### config.mk
export PLATFORM = sky130hd
export DESIGN_NAME = bitslip_deframer
export DESIGN_NICKNAME = d
export VERILOG_FILES = /design/src/rtl/bitslip_pkg.sv /design/src/rtl/bitslip_window.sv /design/src/rtl/bitslip_realign.sv /design/src/rtl/bitslip_store.sv /design/src/rtl/bitslip_deframer.sv
export SDC_FILE = /design/constraint.sdc
export NUM_CORES = 1
export LEC_CHECK = 0
export ABC_AREA = 0
export BUFFER_PORTS_ARGS = -buffer_cell sky130_fd_sc_hd__buf_2
export CAP_MARGIN = 20
export CORE_UTILIZATION = 60
export DETAILED_ROUTE_END_ITERATION = 10
export GPL_ROUTABILITY_DRIVEN = 0
export PLACE_DENSITY_LB_ADDON = 0.25
export SLEW_MARGIN = 20
export SYNTH_ARGS = -nofsm -noshare
export SYNTH_HDL_FRONTEND = slang
export SYNTH_SLANG_ARGS = --single-unit
### constraint.sdc
create_clock -name clk -period 8.5 [get_ports clk]
set_input_delay 1.7 -clock clk [delete_from_list [all_inputs] [get_ports clk]]
set_output_delay 1.7 -clock clk [all_outputs]
set_load 0.02 [all_outputs]
### src/rtl/bitslip_pkg.sv
package bitslip_pkg;

  typedef enum logic [1:0] {
    DF_HUNT = 2'd0,
    DF_RECV = 2'd1,
    DF_HOLD = 2'd2
  } dfr_state_e;

  typedef enum logic [1:0] {
    SL_NONE  = 2'd0,
    SL_LEFT  = 2'd1,
    SL_RIGHT = 2'd2
  } slip_dir_e;

  typedef struct packed {
    slip_dir_e   dir;
    logic [2:0]  amt;
  } slip_t;

  localparam int unsigned SLIP_LANES = 8;
  localparam int unsigned SLIP_CODE_W = $clog2(SLIP_LANES);

  // Preamble tail plus sync image; lane N is this sequence delayed by N bits.
  localparam logic [39:0] SYNC_SEED = 40'hAA_AAD3_9100;

  function automatic logic [31:0] lane_pattern(input int unsigned lag);
    logic [39:0] t;
    t = SYNC_SEED >> lag;
    return t[31:0];
  endfunction

  // Codes 1..4 restore with a left shift, 5..7 with a right shift of 8-code.
  function automatic slip_t slip_of(input logic [2:0] code);
    slip_t s;
    if (code == 3'd0) begin
      s.dir = SL_NONE;
      s.amt = 3'd0;
    end else if (code <= 3'd4) begin
      s.dir = SL_LEFT;
      s.amt = code;
    end else begin
      s.dir = SL_RIGHT;
      s.amt = 3'd0 - code;
    end
    return s;
  endfunction

endpackage

### src/rtl/bitslip_window.sv
module bitslip_window
  import bitslip_pkg::*;
#(
  parameter int LANES = SLIP_LANES
) (
  input  logic                   clk,
  input  logic                   rst,
  input  logic                   shift_en,
  input  logic                   clear,
  input  logic [7:0]             in_byte,
  output logic                   hit,
  output logic [$clog2(LANES)-1:0] hit_code
);

  localparam int CODE_W = $clog2(LANES);

  logic [31:0]      win_q;
  logic [31:0]      win_nxt;
  logic [LANES-1:0] lane_hit;

  assign win_nxt = {win_q[23:0], in_byte};

  generate
    for (genvar g = 0; g < LANES; g++) begin : g_lane
      localparam logic [31:0] PAT = lane_pattern(g);
      logic older_ok;
      logic newer_ok;
      assign older_ok    = (win_nxt[31:16] == PAT[31:16]);
      assign newer_ok    = (win_nxt[15:0]  == PAT[15:0]);
      assign lane_hit[g] = older_ok && newer_ok;
    end
  endgenerate

  always_comb begin
    hit_code = '0;
    for (int i = LANES - 1; i >= 0; i--) begin
      if (lane_hit[i]) hit_code = CODE_W'(i);
    end
  end

  assign hit = shift_en && (|lane_hit);

  always_ff @(posedge clk) begin
    if (rst) begin
      win_q <= '0;
    end else if (clear) begin
      win_q <= '0;
    end else if (shift_en) begin
      win_q <= win_nxt;
    end
  end

endmodule

### src/rtl/bitslip_realign.sv
module bitslip_realign
  import bitslip_pkg::*;
(
  input  logic [7:0] prev_byte,
  input  logic [7:0] cur_byte,
  input  logic [2:0] code,
  output logic [7:0] out_byte
);

  slip_t       sl;
  logic [15:0] pair;
  logic [15:0] lsh;
  logic [15:0] rsh;

  assign sl   = slip_of(code);
  assign pair = {prev_byte, cur_byte};
  assign lsh  = pair << sl.amt;
  assign rsh  = pair >> sl.amt;

  always_comb begin
    unique case (sl.dir)
      SL_LEFT:  out_byte = lsh[15:8];
      SL_RIGHT: out_byte = rsh[7:0];
      default:  out_byte = cur_byte;
    endcase
  end

endmodule

### src/rtl/bitslip_store.sv
module bitslip_store #(
  parameter int DEPTH = 64,
  parameter int AW    = $clog2(DEPTH)
) (
  input  logic          clk,
  input  logic          wr_en,
  input  logic [AW-1:0] wr_addr,
  input  logic [7:0]    wr_data,
  input  logic [AW-1:0] rd_addr,
  output logic [7:0]    rd_data
);

  logic [7:0] mem [DEPTH];

  always_ff @(posedge clk) begin
    if (wr_en) mem[wr_addr] <= wr_data;
  end

  always_ff @(posedge clk) begin
    rd_data <= mem[rd_addr];
  end

endmodule

### src/rtl/bitslip_deframer.sv
module bitslip_deframer
  import bitslip_pkg::*;
#(
  parameter int DEPTH  = 64,
  parameter int RSSI_W = 8
) (
  input  logic                     clk,
  input  logic                     rst,
  input  logic                     in_valid,
  input  logic [7:0]               in_byte,
  input  logic [RSSI_W-1:0]        rssi_in,
  input  logic                     ack,
  input  logic [$clog2(DEPTH)-1:0] rd_addr,
  output logic [7:0]               rd_data,
  output logic                     pkt_ready,
  output logic [7:0]               pkt_len,
  output logic                     rx_busy,
  output logic [RSSI_W-1:0]        link_rssi,
  output logic [2:0]               align_code
);

  localparam int AW      = $clog2(DEPTH);
  localparam int CW      = $clog2(DEPTH + 1);
  localparam int LEN_IDX = 1;
  localparam int MIN_LEN = 3;

  dfr_state_e        state_q, state_d;
  logic [CW-1:0]     cnt_q, cnt_d;
  logic [7:0]        len_q, len_d;
  logic [7:0]        prev_q, prev_d;
  logic [2:0]        code_q, code_d;
  logic [RSSI_W-1:0] rssi_q, rssi_d;
  logic              ready_q, ready_d;
  logic [7:0]        plen_q, plen_d;
  logic              busy_q;

  logic              hunt_shift;
  logic              win_hit;
  logic [2:0]        win_code;
  logic              go_hunt;
  logic [7:0]        slip_byte;
  logic              wr_en;
  logic [AW-1:0]     wr_addr;
  logic [7:0]        wr_data;
  logic [8:0]        cnt_ext;
  logic              len_ok;
  logic              at_len_idx;
  logic              frame_done;

  assign hunt_shift = in_valid && (state_q == DF_HUNT);

  bitslip_window #(.LANES(SLIP_LANES)) u_window (
    .clk      (clk),
    .rst      (rst),
    .shift_en (hunt_shift),
    .clear    (go_hunt),
    .in_byte  (in_byte),
    .hit      (win_hit),
    .hit_code (win_code)
  );

  bitslip_realign u_realign (
    .prev_byte (prev_q),
    .cur_byte  (in_byte),
    .code      (code_q),
    .out_byte  (slip_byte)
  );

  bitslip_store #(.DEPTH(DEPTH), .AW(AW)) u_store (
    .clk     (clk),
    .wr_en   (wr_en),
    .wr_addr (wr_addr),
    .wr_data (wr_data),
    .rd_addr (rd_addr),
    .rd_data (rd_data)
  );

  assign cnt_ext    = 9'(cnt_q) + 9'd1;
  assign at_len_idx = (cnt_q == CW'(LEN_IDX));
  assign len_ok     = (slip_byte >= 8'(MIN_LEN)) && ({1'b0, slip_byte} <= 9'(DEPTH));
  assign frame_done = (cnt_q > CW'(LEN_IDX)) && (cnt_ext == {1'b0, len_q});

  always_comb begin
    state_d = state_q;
    cnt_d   = cnt_q;
    len_d   = len_q;
    prev_d  = prev_q;
    code_d  = code_q;
    rssi_d  = rssi_q;
    ready_d = ready_q;
    plen_d  = plen_q;
    wr_en   = 1'b0;
    wr_addr = cnt_q[AW-1:0];
    wr_data = slip_byte;
    go_hunt = 1'b0;
    unique case (state_q)
      DF_HUNT: begin
        if (win_hit) begin
          state_d = DF_RECV;
          code_d  = win_code;
          rssi_d  = rssi_in;
          prev_d  = in_byte;
          if (win_code == 3'd0) begin
            wr_en   = 1'b1;
            wr_addr = '0;
            wr_data = in_byte;
            cnt_d   = CW'(1);
          end else begin
            cnt_d   = '0;
          end
        end
      end
      DF_RECV: begin
        if (in_valid) begin
          wr_en  = 1'b1;
          prev_d = in_byte;
          cnt_d  = cnt_q + CW'(1);
          if (at_len_idx) begin
            if (len_ok) begin
              len_d = slip_byte;
            end else begin
              state_d = DF_HUNT;
              cnt_d   = '0;
              go_hunt = 1'b1;
            end
          end else if (frame_done) begin
            state_d = DF_HOLD;
            ready_d = 1'b1;
            plen_d  = len_q;
          end
        end
      end
      DF_HOLD: begin
        if (ack) begin
          state_d = DF_HUNT;
          ready_d = 1'b0;
          cnt_d   = '0;
          go_hunt = 1'b1;
        end
      end
      default: begin
        state_d = DF_HUNT;
        go_hunt = 1'b1;
      end
    endcase
  end

  always_ff @(posedge clk) begin
    if (rst) begin
      state_q <= DF_HUNT;
      cnt_q   <= '0;
      len_q   <= '0;
      prev_q  <= '0;
      code_q  <= '0;
      rssi_q  <= '0;
      ready_q <= 1'b0;
      plen_q  <= '0;
      busy_q  <= 1'b0;
    end else begin
      state_q <= state_d;
      cnt_q   <= cnt_d;
      len_q   <= len_d;
      prev_q  <= prev_d;
      code_q  <= code_d;
      rssi_q  <= rssi_d;
      ready_q <= ready_d;
      plen_q  <= plen_d;
      busy_q  <= (state_d == DF_RECV);
    end
  end

  assign pkt_ready  = ready_q;
  assign pkt_len    = plen_q;
  assign rx_busy    = busy_q;
  assign link_rssi  = rssi_q;
  assign align_code = code_q;

endmodule

* Yosys cells after proc, flatten, opt, wreduce, memory -nomap -nowiden
Memory sizes are Yosys's and may differ from the RTL's. A register that Yosys moved wholly into a read port is not among the register bits.
Index checks and enable logic that the tools add are counted.
** Word-level totals
- Register bits :: 70
- RAM bits :: 512
- Input bits :: 26
- Output and inout port bits :: 29
- Word-level logic and storage cells :: 125
- Memories kept :: 1
** Memory list
- u_store.mem :: words 64, bits a word 8, rd ports 1, clocked after memory_dff 1, wr ports 1, line bitslip_store.sv:13 : logic [7:0] mem [DEPTH];
** Cells by class
- Add/subtract/negate cells :: 3
- Magnitude comparators :: 4
- Eq/ne operators :: 28
- Shift-type cells :: 2
- Muxes and demuxes :: 50
- Bitwise gates (word level) :: 1
- Reduce and logical (&&, ||, !) cells :: 26
** Operators by type and width (number)
- $eq A16 B16 Y1 const B :: 9
- $eq A16 B15 Y1 const B :: 6
- $mux W8 :: 5
- $mux W7 :: 5
- $pmux W8 S2 :: 2
- $mux W3 :: 8
- $pmux W7 S3 :: 1
- $mux W6 :: 3
- $eq A16 B14 Y1 const B :: 1
- $shl A16 B3 Y16 :: 1
- $shr A16 B3 Y8 :: 1
- $mux W1 :: 14
- $logic_and A1 B1 Y1 :: 12
- $mux W2 :: 6
- $reduce_and A4 Y1 :: 3
- $mux W5 :: 2
- $add A7 B1 Y8 const B :: 1
- $eq A8 B8 Y1 :: 1
- $ge A8 B2 Y1 const B :: 1
- $le A8 B7 Y1 const B :: 1
- $ne A2 B2 Y1 const B :: 4
- $reduce_or A8 Y1 :: 1
- $add A7 B1 Y7 const B :: 1
- $eq A7 B1 Y1 const B :: 1
- other kinds (18) :: 24

* Depth between registers and ports, before layout
- Depth in word-level cells :: 16
- Gate-level depth with buffers :: 16
- Depth with buffers taken out :: 13

* By module
A second synthesis with hierarchy kept.
** Unflattened totals
- Cell total of the unflattened synthesis :: 1541
- Area, all modules :: 25056.5 sq um
** Modules (own cells, without submodules)
- bitslip_store :: times used 1, cells an instance 940, area an instance 20166.8 sq um, seq. area each 15534.9 sq um
- bitslip_deframer :: times used 1, cells an instance 284, area an instance 2442.3 sq um, seq. area each 920.9 sq um
- bitslip_window :: times used 1, cells an instance 147, area an instance 1318.8 sq um, seq. area each 480.5 sq um
- bitslip_realign :: times used 1, cells an instance 170, area an instance 1128.6 sq um, seq. area each 0.0 sq um

* Least setup slack after synthesis
No wires, ideal clock.
- Path kind :: input port to flip-flop
- Start :: in in_byte[7]
- End :: mem u_store.mem[0][6] (data pin)
- Library setup time :: 0.548 ns
- Arrival time :: 4.726 ns
- Data required time :: 7.952 ns
- Slack :: 3.226 ns
- Stages on the path :: 6
- Path buffers :: 1
- Cell sequence :: clkbuf_1 > and3b_1 > a21oi_1 > mux4_2 > or2_2 > a21oi_1
** On the way
- Cells in the longest elaborated chain, start to end :: 14
- Elaborated cells on any way between the ends :: 33
- Classes of those cells :: eq/ne (8); shift (2); mux (12); reduce/logical (11)
** RTL lines
- start: declaration :: line bitslip_deframer.sv:10 : input logic [7:0] in_byte,
- $eq A16 B16 Y1 :: line bitslip_window.sv:29 : assign newer_ok = (win_nxt[15:0] == PAT[15:0]);
- $logic_and A1 B1 Y1 :: line bitslip_window.sv:30 : assign lane_hit[g] = older_ok && newer_ok;
- $mux W3 (8 in series) :: line bitslip_window.sv:37 : if (lane_hit[i]) hit_code = CODE_W'(i);
- $logic_not A3 Y1 :: line bitslip_deframer.sv:103 : if (win_code == 3'd0) begin
- $mux W8 :: line bitslip_deframer.sv:103
- $mux W8 :: line bitslip_deframer.sv:98 : if (win_hit) begin
- $mux W8 (*) :: line bitslip_deframer.sv:96 : unique case (state_q)
- named net u_store.wr_data[6] :: line bitslip_store.sv:8 : input logic [7:0] wr_data,
- end: declaration :: line bitslip_store.sv:13
Mark *: on every way through the listed nets, which the timed path passes. The rest lies on a longest branch.

* Final worst setup path
- Start :: reg code_q[0] (netlist: align_code[0])
- End :: reg u_window.win_q[8]
** On the way
- Cells in the longest elaborated chain, start to end :: 12
- Elaborated cells on any way between the ends :: 18
- Classes of those cells :: add/sub (1); order compare (3); eq/ne (2); shift (2); mux (7); reduce/logical (3)
** RTL lines
- start: declaration :: line bitslip_deframer.sv:31 : logic [2:0] code_q, code_d;
- start signal: assignment :: line bitslip_deframer.sv:164 : code_q <= code_d;
- $sub A1 B3 Y3 or $le A3 B3 Y1 (tied branches) :: line bitslip_pkg.sv:43, bitslip_pkg.sv:38
- $mux W5 :: line bitslip_pkg.sv:38 : end else if (code <= 3'd4) begin
- $mux W5 (*) :: line bitslip_pkg.sv:35 : if (code == 3'd0) begin
- $shr A16 B3 Y8 (tied with other cells) :: line bitslip_realign.sv:18 : assign rsh = pair >> sl.amt;
- $pmux W8 S2 (*) :: line bitslip_realign.sv:21 : unique case (sl.dir)
- $ge A8 B2 Y1 or $le A8 B7 Y1 (tied branches) :: line bitslip_deframer.sv:80 : assign len_ok = (slip_byte >= 8'(MIN_LEN)) && ({1'b0, slip_byte} <= 9'(DEPTH));
- $logic_and A1 B1 Y1 (*) :: line bitslip_deframer.sv:80
- $mux W1 (*) :: line bitslip_deframer.sv:119 : if (len_ok) begin
- $mux W1 (*) :: line bitslip_deframer.sv:118 : if (at_len_idx) begin
- $mux W1 (*) :: line bitslip_deframer.sv:114 : if (in_valid) begin
- $pmux W1 S3 (*) :: line bitslip_deframer.sv:96
- $reduce_or A2 Y1 (no line) (*)
- end signal: assignment :: line bitslip_window.sv:49 : win_q <= win_nxt;
- end: declaration :: line bitslip_window.sv:17 : logic [31:0] win_q;
Every way passes the cells marked *; elsewhere a longest branch is shown, timed or not.
A chain may end at the register's enable or synchronous reset.

==> out/qor.yml <==
floorplanning:
  die-area_sq_um: 41600
  rows: 73
  core_area_sq_um: 40000
  die_h_um: 204
  initial_utilization_pct: 61.1
  fp.dieW_um: 204
  top_level_ports: 55
critical_path:
  cp_max_fo: 28
  crit_type: "reg -> reg"
  crit_family: "compound AO/OA/AOI/OAI gates"
  critPathCaptureType: "flop"
  slowest_stage: "dfxtp_1"
  worstPathRequired_ns: 8.97
  slowest_delay_ns: 0.65
  cp_num_buf_inv: 2
  critPathLaunchType: "flop"
  crit_chain: "inv_1, ha_1, ha_1, buf_4, nand2b_1, a21oi_1, mux4_2, o221ai_1, nor4_4, or3_1, nand3_1, o211ai_4, a21oi_1"
  worstPathArrival_ns: 5.38
global_route:
  track_usage_pct: 27.5
  overflow: 0
  first_global_vias: 13000
  grt_pass1_wl_um: 82900
  grt_start_max_net_pins: 68
  antenna_found_initial: 3
clock_tree:
  clock_sinks: 590
  cts_tree: "yes"
  post_cts_resized: 0
  insertion_delay_ns: 0.62
  htree_levels: 2
  cts.clk_slew.worst_paths_ns: 0.06
  cts-root-buf: "clkbuf_16"
  numCtsBuffers: 57
  cts_buffer_depth: 3
  postCtsSetupRepairBufs: 0
  holdBufCountCts: 0
finish:
  stdcell_area_sq_um: 27000
  fillCellCount: 2597
  layout.nets: 1452
  areaGrowthSynthToFinish_pct: 10.4
  drive_above_1_share_pct: 25.6
yosys:
  synth_ff_type: "edfxtp_1"
  ys_top_cells_by_area: "edfxtp_1, mux4_2, dfxtp_1, nor2_1, mux2i_1"
  yosys.area.top_type_share_pct: 62.9
  synthCells: 1371
  syn_avg_cell_area_sq_um: 17.8
  netlist_top_cells_count: "edfxtp_1, mux4_2, nor2_1"
  syn-cell-area_sq_um: 24500
  synth_nets: 1408
  synth_most_common_cell: "edfxtp_1"
  async_flop_share_pct: 0
  yosysTopAreaCell: "edfxtp_1"
  synth_cell_types: 65
  seq_area_frac_synth_pct: 69.2
  synth_seq_cells: 590
  yosysWarnings: 0
  synth-edff-count: 512
worst_hold_path:
  hold_path.class: "reg -> reg"
sta:
  finalSetupTns_ns: 0
  hold_violations: 0
  setup_viol: 0
  tightest_slew_ns: 1.20
  fmax_ghz: 0.204
  slew_viol_final: 0
  final.min_clock_period_ns: 4.91
  finClkSkew_ns: 0.0337
  maxSlewHeadroom_pct: 19.9
  rsz0062_at_grt: "no"
  post-route-period-util_pct: 57.8
flow_run:
  max-cap-violations: 0
placement:
  place_hpwl_um: 32300
  placed_area_sq_um: 25200
  io_buffers: 54
detailed_routing:
  wire_per_inst_um: 27.7
  ant_nets: 0
  dr.pass1.iters: 8
  drc_errors: 0
  viasPerCell: 6.63
  totalWireLength_um: 55100
  dr_total_vias: 13200
  drt_iter0_markers: 1326
pwr:
  power_leakage_uw: 0.00855
  vdd_ir_drop_max_uv: 175
  power_density_nw_per_um2: 217
run_status:
  status: "finished, final reports clean"
## metrics by stage
step	setup WS, ns	util (%)	std cells	hold WS (ns)	total power, uW
after floorplan	3.23	-	1371	0.442	3400
after global placement	3.62	62.9	1879	0.452	3480
after detailed placement	3.56	62.9	1879	0.459	3490
after CTS	3.72	67.4	1985	0.468	5890
after global routing	3.32	67.5	1988	0.495	6000
final	3.59	67.5	1988	0.467	5860
## kinds of logic (layout without fill, tap and decap cells)
group           after synthesis  count (layout)  synth area share, %
flops                       590             590                 69.2
simple gates                346             346                 7.17
mux                         219             219                 18.4
compound gates              102             102                 2.70
buf+inv                      94             185                 1.62
fa+ha+maj                    11              11                0.563
xor+xnor                      9               9                0.322
other cells                   0               1                    0
## state kept, by name (all words and copies together) (netlist names), 7 cells and up
name	cells
u_store.mem	512
u_window.win_q	24
len_q	8
link_rssi	8
pkt_len	8
prev_q	8
u_store.rd_data	8
cnt_q	7
## worst paths after layout
| kind | startpoint | to | slack [ns] | depth (start not counted) |
|---|---|---|---|---|
| setup reg to reg | align_code[0]$_SDFFE_PP0P_ | u_window.win_q[8]$_SDFFE_PP0P_ | 3.59 | 13 |
| setup / recovery | align_code[0]$_SDFFE_PP0P_ | u_window.win_q[8]$_SDFFE_PP0P_ | 3.59 | 13 |
| hold reg to reg | u_window.win_q[16]$_SDFFE_PP0P_ | u_window.win_q[16]$_SDFFE_PP0P_ | 0.47 | 2 |
| hold / removal | u_window.win_q[16]$_SDFFE_PP0P_ | u_window.win_q[16]$_SDFFE_PP0P_ | 0.47 | 2 |
## per-layer routing
layer  GRT usage (%)  part of all wire [%]
met5               0                     0
met4            7.98                   2.6
met3            4.19                   8.5
met2            44.2                    49
met1            39.6                    40
## final cells by class
type                       count  area (sq um)  share of cell area (%)
antenna                        1          2.50                 0.00927
clock buffer                  75          1550                    5.75
clock inverter                31           241                   0.894
inverter                      12          45.0                   0.167
multi-input combinational    687          7190                    26.6
sequential                   590         16900                    62.7
tap                          525           657                    2.43
timing repair buffer          67           379                    1.40
## tightest hold or removal path, stage by stage, from the launching register on
cell	delay (ns)
dfxtp_1	0.32
nand2_1	0.05
a21oi_1	0.05
## layout by cell type, fill, tap and decap left out, drive strengths merged, types with 11 or more instances in the layout
cell    instances
and3b          15
inv            16
edfxtp        512
nand3          22
a21oi          64
nand2          85
clkbuf         76
dfxtp          78
ha             11
buf            66
mux4          184
nor2          129
mux2i          34
clkinv         22
## power breakdown
group          total, uW  switching [uW]  internal [uW]
clock               2440            1090           1350
sequential          3160            9.44           3150
combinational        261             153            109
total               5860            1250           4610
No activity file was read; power rests on OpenSTA's default activity.
